<file path="src/rtl/iir_la_pkg.sv">
package iir_la_pkg;
    localparam int SAMPLE_W  = 16;
    localparam int COEF_W    = 16;
    localparam int COEF_FRAC = 14;
    localparam int PROD_W    = SAMPLE_W + COEF_W;

    typedef logic signed [SAMPLE_W-1:0] sample_t;
    typedef logic signed [COEF_W-1:0]   coef_t;
    typedef logic signed [PROD_W-1:0]   prod_t;
endpackage

</file>
<file path="src/rtl/la_num_fir.sv">
module la_num_fir
    import iir_la_pkg::*;
#(
    parameter int    LA    = 2,
    parameter int    ACC_W = PROD_W + $clog2(2*LA+3),
    parameter coef_t NUM_C [2*LA+1] = '{16'sd4096, 16'sd10240, 16'sd9216, 16'sd4096, 16'sd1024}
) (
    input  logic                    clk,
    input  logic                    rst,
    input  logic                    in_valid,
    input  sample_t                 in_data,
    output logic                    num_valid,
    output logic signed [ACC_W-1:0] num_sum
);
    localparam int DEPTH = 2 * LA;

    typedef struct packed {
        sample_t [DEPTH-1:0]     line;
        logic signed [ACC_W-1:0] sum;
        logic                    vld;
    } fir_st_t;

    fir_st_t st_d, st_q;

    always_comb begin
        logic signed [ACC_W-1:0] acc;
        prod_t                   p;
        st_d     = st_q;
        st_d.vld = in_valid;
        p        = NUM_C[0] * in_data;
        acc      = ACC_W'(p);
        for (int k = 1; k <= DEPTH; k++) begin
            p   = NUM_C[k] * $signed(st_q.line[k-1]);
            acc = acc + ACC_W'(p);
        end
        if (in_valid) begin
            st_d.sum     = acc;
            st_d.line[0] = in_data;
            for (int k = 1; k < DEPTH; k++) begin
                st_d.line[k] = st_q.line[k-1];
            end
        end
    end

    always_ff @(posedge clk) begin
        if (rst) st_q <= '0;
        else     st_q <= st_d;
    end

    assign num_valid = st_q.vld;
    assign num_sum   = st_q.sum;

    // an idle input cycle leaves the partial sum untouched
    p_idle_keep_r5: assert property (@(posedge clk) disable iff (rst)
        !in_valid |=> $stable(num_sum));
endmodule

</file>
<file path="src/rtl/la_fb_loop.sv">
module la_fb_loop
    import iir_la_pkg::*;
#(
    parameter int    LA    = 2,
    parameter int    ACC_W = PROD_W + $clog2(2*LA+3),
    parameter coef_t FB_C1 = -16'sd4096,
    parameter coef_t FB_C2 = -16'sd1024
) (
    input  logic                    clk,
    input  logic                    rst,
    input  logic                    num_valid,
    input  logic signed [ACC_W-1:0] num_sum,
    output logic                    out_valid,
    output sample_t                 out_data
);
    localparam int HIST = 2 * LA;
    localparam logic signed [ACC_W-1:0] ROUND_HALF = ACC_W'(2 ** (COEF_FRAC - 1));
    localparam logic signed [ACC_W-1:0] SAT_HI = ACC_W'(2 ** (SAMPLE_W - 1) - 1);
    localparam logic signed [ACC_W-1:0] SAT_LO = -SAT_HI - ACC_W'(1);

    typedef struct packed {
        sample_t [HIST-1:0] hist;
        prod_t              fb1;
        prod_t              fb2;
        sample_t            y;
        logic               vld;
    } loop_st_t;

    loop_st_t st_d, st_q;

    always_comb begin
        logic signed [ACC_W-1:0] total;
        logic signed [ACC_W-1:0] shifted;
        sample_t                 y_new;
        st_d     = st_q;
        st_d.vld = num_valid;
        total    = num_sum + ACC_W'(st_q.fb1) + ACC_W'(st_q.fb2) + ROUND_HALF;
        shifted  = total >>> COEF_FRAC;
        if (shifted > SAT_HI)      y_new = SAT_HI[SAMPLE_W-1:0];
        else if (shifted < SAT_LO) y_new = SAT_LO[SAMPLE_W-1:0];
        else                       y_new = shifted[SAMPLE_W-1:0];
        if (num_valid) begin
            st_d.y       = y_new;
            st_d.hist[0] = y_new;
            for (int k = 1; k < HIST; k++) begin
                st_d.hist[k] = st_q.hist[k-1];
            end
        end
        // for LA >= 2 these taps come from registers, not from y_new
        st_d.fb1 = FB_C1 * $signed(st_d.hist[LA-1]);
        st_d.fb2 = FB_C2 * $signed(st_d.hist[HIST-1]);
    end

    always_ff @(posedge clk) begin
        if (rst) st_q <= '0;
        else     st_q <= st_d;
    end

    assign out_valid = st_q.vld;
    assign out_data  = st_q.y;

    // output data is held while no new result is flagged
    p_hold_r6: assert property (@(posedge clk) disable iff (rst)
        (!out_valid && !$past(rst)) |-> $stable(out_data));

    // the cycle after reset shows a cleared output
    p_reset_clear_r7: assert property (@(posedge clk)
        $past(rst) |-> (!out_valid && out_data == '0));
endmodule

</file>
<file path="src/rtl/iir_scattered_la.sv">
module iir_scattered_la
    import iir_la_pkg::*;
#(
    parameter int    LA    = 2,
    parameter coef_t NUM_C [2*LA+1] = '{16'sd4096, 16'sd10240, 16'sd9216, 16'sd4096, 16'sd1024},
    parameter coef_t FB_C1 = -16'sd4096,
    parameter coef_t FB_C2 = -16'sd1024
) (
    input  logic                       clk,
    input  logic                       rst,
    input  logic                       in_valid,
    input  logic signed [SAMPLE_W-1:0] in_data,
    output logic                       out_valid,
    output logic signed [SAMPLE_W-1:0] out_data
);
    localparam int ACC_W   = PROD_W + $clog2(2*LA+3);
    localparam int LATENCY = 2;

    logic                    num_valid;
    logic signed [ACC_W-1:0] num_sum;

    la_num_fir #(
        .LA    (LA),
        .ACC_W (ACC_W),
        .NUM_C (NUM_C)
    ) u_num (
        .clk       (clk),
        .rst       (rst),
        .in_valid  (in_valid),
        .in_data   (in_data),
        .num_valid (num_valid),
        .num_sum   (num_sum)
    );

    la_fb_loop #(
        .LA    (LA),
        .ACC_W (ACC_W),
        .FB_C1 (FB_C1),
        .FB_C2 (FB_C2)
    ) u_loop (
        .clk       (clk),
        .rst       (rst),
        .num_valid (num_valid),
        .num_sum   (num_sum),
        .out_valid (out_valid),
        .out_data  (out_data)
    );

    // an accepted sample always emerges LATENCY (=2) edges later
    p_latency_r4: assert property (@(posedge clk) disable iff (rst)
        ($past(in_valid, 2) && !$past(rst, 2) && !$past(rst, 1)) |-> out_valid);

    // no output without a matching accepted sample
    p_no_spurious_r4: assert property (@(posedge clk) disable iff (rst)
        out_valid |-> $past(in_valid, 2));
endmodule

</file>
<file path="config.mk">
export PLATFORM = sky130hd
export DESIGN_NAME = iir_scattered_la
export DESIGN_NICKNAME = d
export VERILOG_FILES = /design/src/rtl/iir_la_pkg.sv /design/src/rtl/la_num_fir.sv /design/src/rtl/la_fb_loop.sv /design/src/rtl/iir_scattered_la.sv
export SDC_FILE = /design/constraint.sdc
export NUM_CORES = 1
export LEC_CHECK = 0
export BUFFER_PORTS_ARGS = -buffer_cell sky130_fd_sc_hd__clkbuf_2
export CAP_MARGIN = 20
export CORE_ASPECT_RATIO = 0.8
export CORE_MARGIN = 1
export CORE_UTILIZATION = 46
export CTS_CLUSTER_DIAMETER = 30
export CTS_CLUSTER_SIZE = 14
export DETAILED_ROUTE_END_ITERATION = 6
export MAX_ROUTING_LAYER = met4
export PLACE_DENSITY_LB_ADDON = 0.15
export RECOVER_POWER = 25
export REMOVE_ABC_BUFFERS = 1
export SLEW_MARGIN = 20
export SYNTH_ARGS = -nofsm -noshare
export SYNTH_HDL_FRONTEND = slang
export SYNTH_SLANG_ARGS = --single-unit
</file>
<file path="constraint.sdc">
create_clock -name clk -period 9.1 [get_ports clk]
set_clock_uncertainty 0.2 [all_clocks]
set_input_delay 0.455 -clock clk [delete_from_list [all_inputs] [get_ports clk]]
set_output_delay 0.455 -clock clk [all_outputs]
set_load 0.03 [all_outputs]
</file>
-- Word-level counts from Yosys, hierarchy flattened
Cells that the tools add are included.
- multiply operators: 2
- $add $sub $neg: 9
- order comparisons: 2
- multiplexer cells: 3
- operator list (kind ; count):
    $add 35x32->35 ; 2
    $mux 64 ; 1
    $add 35x15->35 const B ; 1
    $add 35x26->35 ; 1
    $add 35x28->35 ; 1
    $add 32x31->33 ; 1
    $add 28x31->32 ; 1
    $mux 16 ; 2
    $neg 16->22 ; 1
    $gt 21x16->1 const B ; 1
    $lt 21x16->1 const B ; 1
    $mul 5x16->21 const A ; 1
    $mul 4x16->20 const A ; 1
    $neg 16->20 ; 1
- bits in registers: 229
- output and inout bits: 17

-- Depth between registers and ports, before layout
- word-level depth: 8
- gate-level depth with buffers: 30
- mapped depth without buffers: 30

-- Cells and area by module
From an unflattened synthesis, not the netlist that was laid out.
- cells, all modules: 1557
- area, all modules: 14094.8 sq um
- modules (own cells, without submodules) (module ; times used ; cells each ; seq. area each (sq um) ; area each (sq um)):
    la_num_fir ; 1 ; 858 ; 1801.7 ; 7796.2
    la_fb_loop ; 1 ; 699 ; 2102.0 ; 6298.5

-- Worst setup path before layout
Ideal clock, no wire load.
- path kind: reg2reg
- from: register u_num.st_q[54] (netlist name)
- to: register u_num.st_q, in the netlist u_num.num_sum[29]
- slack: 2.644 ns
- stages on the path, launching flop included: 26
- clock period less this slack: 6.456 ns
- arrival: 6.126 ns
- required time: 8.769 ns
- library setup time: 0.131 ns
- path through: dfxtp_1 -> ha_1 -> ha_1 -> a21o_1 -> a21oi_1 -> nand2b_1 -> a21boi_0 -> o41ai_1 -> xnor2_1 -> fa_1 -> ha_1 -> and3_1 -> a221o_1 -> xnor2_1 -> fa_1 -> inv_1 -> ha_1 -> and3_1 -> a221oi_1 -> o211ai_1 -> a311oi_1 -> nor2_1 -> a21o_1 -> a21oi_1 -> xor2_1 -> o22ai_1
- cells in the longest elaborated chain, start to end: 4
- RTL lines (item ; line ; RTL):
    from (decl) ; la_num_fir.sv:23 ; fir_st_t st_d, st_q;
    from (signal assigned) ; la_num_fir.sv:47 ; else st_q <= st_d;
    $mul 5x16->21 ; la_num_fir.sv:33 ; p = NUM_C[k] * $signed(st_q.line[k-1]);
    $add 32x31->33 ; la_num_fir.sv:34 ; acc = acc + ACC_W'(p);
    $add 35x28->35 ; la_num_fir.sv:34 ;
    $add 35x26->35 ; la_num_fir.sv:34 ;
No other way between the ends.
A chain may end at the register's enable or synchronous reset.

-- Worst setup path in the final report
- from: register u_num.st_q[54] (netlist name)
- to: register u_num.st_q, in the netlist u_num.num_sum[33]
The elaborated chain is that of the path after synthesis.

==> impl_metrics.json <==
{
  "htree_num_levels": 4,
  "layout_setup_ws_ps": 1864,
  "finalWirelength_um": 28120,
  "design.die.area_um2": 30690,
  "cts.reportedPaths.clkPinSlew_ps": 90,
  "drtIter0Drc": 526,
  "worstPathArrival_ps": 7420,
  "main_synth_ff_type": "dfxtp_1",
  "final-hold-violation-count": 0,
  "cell_with_the_largest_stage_delay_on_the_worst_path": "o41ai_1",
  "min_period_ps": 7236,
  "power_leakage_nw": 7.063,
  "run_status": "complete, but fails checks",
  "die_width_um": 195.6,
  "postRouteAntennaNets": 0,
  "maxClockFrequency_mhz": 138.2,
  "dp.final_hpwl_um": 21060,
  "gpl.final_weighted_congestion": 0.8279,
  "violations": "capacitance limit, slew limit",
  "core.rowCount": 56,
  "synth-edff-count": 0,
  "critPathKind": "reg2reg",
  "number_of_antenna_violations_at_the_first_check_in_global_routing": 0,
  "tritoncts": "done",
  "yosysMostFrequentCell": "nor2_1",
  "synth.top_cell.area_share_pct": 28.30,
  "syn_inst": 1520,
  "number_of_max_capacitance_violations_reported": 2,
  "post-cts-setup-buffer-count": 0,
  "setup_total_negative_slack_ps": 0,
  "fraction_of_registers_with_async_set_or_reset_after_synthesis_pct": 0,
  "design.core.area_um2": 29430,
  "antennaDiodeCount": 0,
  "rsz_0062_raised_after_global_routing": "false",
  "cp_max_fo": 6,
  "critical_path.top_delay_family": "compound AO/OA/AOI/OAI gates",
  "vias_in_the_first_global_route": 9699,
  "class_of_the_tightest_hold_or_removal_check": "in2reg",
  "die_h_um": 156.9,
  "report.final.setup_viol": 0,
  "post_dp_cell_area_um2": 14150,
  "fin_area_um2": 14740,
  "cts_num_sinks": 195,
  "post_drt_via_cell_ratio": 5.179,
  "path_buf_inv": 1,
  "placement.io_buffers": 35,
  "worst_hold_slack_ps": 57.16,
  "synth_area_leaders": "dfxtp_1 (28%), ha_1 (14%), fa_1 (9.6%)",
  "post-route-util_pct": 50.10,
  "cts.path.max_buffers": 2,
  "ys.warnings.count": 0,
  "drc_errors": 0,
  "end_kind": "flip-flop",
  "design.portCount": 36,
  "ir_drop_worst_case_vdd_mv": 0.1371,
  "place_worst_setup_slack_ps": 1989,
  "synth.lib_cells_used.distinct": 73,
  "hold_buffers": 0,
  "mappedNetlistArea_um2": 13800,
  "root_buffer": "clkbuf_16",
  "average_cell_area_after_synthesis_um2": 9.076,
  "synth.ff_latch_count": 195,
  "critPathRequiredTime_ps": 9290,
  "synth.top_cells.by_count": "nor2_1 (207), dfxtp_1 (195), inv_1 (155), ha_1 (150), mux2i_1 (130)",
  "worst_pin_slew_ps": 3691,
  "vias": 9860,
  "relative_area_change_from_synthesis_to_final_layout_pct": 6.874,
  "seq_area_frac_synth_pct": 28.30,
  "clock_buffer_count_from_cts": 17,
  "detailedRoute.firstPassIterationCount": 5,
  "post-route-period-util_pct": 79.52,
  "slew_limit_fails": 99,
  "timing.critical_path.from_type": "flip-flop",
  "grt.overflow.total": 0,
  "final_net_count": 1749,
  "groute.usage.overall_pct": 19.96,
  "cp_slowest_stage_delay_ps": 640,
  "p_per_area_nw_per_um2": 218.6,
  "grt_max_degree": 82,
  "post_route_cells_drive_above_1_share_pct": 5.959,
  "wire_per_inst_um": 14.77,
  "post_cts_resized": 0,
  "slew-limit-headroom_pct": -146.0,
  "grt_pass1_wl_um": 47890,
  "later_pin_clock_latency_in_the_skew_report_ps": 450,
  "critical_path.most_common_cell": "ha_1",
  "synth.largest_area_cell": "dfxtp_1",
  "initial_core_util_pct": 46.88
}
-- per-layer routing --
metal	wire length, µm	vias to the layer above	track usage, %
met2	11600	102	29.86
met1	15550	4579	28.09
met3	667	20	2.807
met4	299	0	5.399
li1	-	5159	-
met5	0	-	-
-- layout by cell type, fill, tap and decap left out, drive strengths merged, types with 15 or more instances in the layout --
cell,Yosys,final
nor2,218,218
dfxtp,195,195
inv,155,166
ha,150,150
mux2i,130,130
a21oi,73,73
fa,66,66
xnor2,63,63
clkbuf,30,51
o21ai,48,48
nand2,47,47
xor2,39,39
nor3,32,32
nand3,23,23
a21o,22,22
or3,20,20
o22ai,18,18
nand2b,17,17
nor3b,16,16
nor2b,15,15
-- final cells by class --
class | count | area (µm²)
inverter | 155 | 581.8
tap | 377 | 471.7
sequential | 195 | 3904
fill | 2807 | 14680
timing repair buffer | 39 | 198.9
clock buffer | 17 | 425.4
multi-input combinational | 1106 | 8975
clock inverter | 15 | 187.7
-- stage by stage --
stage	power [mW]	cells
CTS	3.257	1904
global placement	2.432	1872
finish	3.224	1904
detailed placement	2.444	1872
global route	3.478	1904
floorplan	2.123	1456
-- state kept, by name (all words and copies together) (netlist names) --
| signal | cells |
|---|---|
| u_loop.out_valid | 1 |
| u_loop.st_q | 104 |
| u_num.num_sum | 25 |
| u_num.num_valid | 1 |
| u_num.st_q | 64 |
-- worst register-to-register path, delay by kind of cell, from the launching register on --
family | cells | cell delay (ps)
AOI/OAI and AO/OA | 10 | 2940
adders and majority gates | 6 | 2240
and+or+nand+nor | 4 | 720
xor gates and xnor gates | 3 | 540
DFF | 1 | 420
muxes | 1 | 90
buffers and inverters | 1 | 40
-- worst paths after layout --
kind / from / endpoint / slack (ps) / cells past startpoint
worst max-delay path: u_num.st_q[54]$_SDFFE_PP0P_ / u_num.num_sum[33]$_SDFFE_PP0P_ / 1860 / 25
worst min-delay path: in_data[12] / u_num.st_q[48]$_SDFFE_PP0P_ / 60 / 3
worst max register to register: u_num.st_q[54]$_SDFFE_PP0P_ / u_num.num_sum[33]$_SDFFE_PP0P_ / 1860 / 25
worst min register to register: u_num.num_sum[13]$_SDFFE_PP0P_ / u_num.num_sum[13]$_SDFFE_PP0P_ / 280 / 2
-- power by group --
group / total [mW] / internal [mW] / switching (mW)
clock network: 0.786 / 0.380 / 0.406
registers: 1.02 / 0.938 / 0.0791
logic: 1.42 / 0.596 / 0.825
total: 3.22 / 1.91 / 1.31
-- cell families after synthesis --
logic type | count (synthesis) | share of synthesized area [%]
xor gates and xnor gates | 102 | 6.476
AOI/OAI and AO/OA | 245 | 12.05
and+or+nand+nor | 412 | 13.83
buffers and inverters | 219 | 6.648
muxes | 131 | 9.514
DFF | 195 | 28.30
adders and majority gates | 216 | 23.18
No activity file was read; power rests on OpenSTA's default activity.
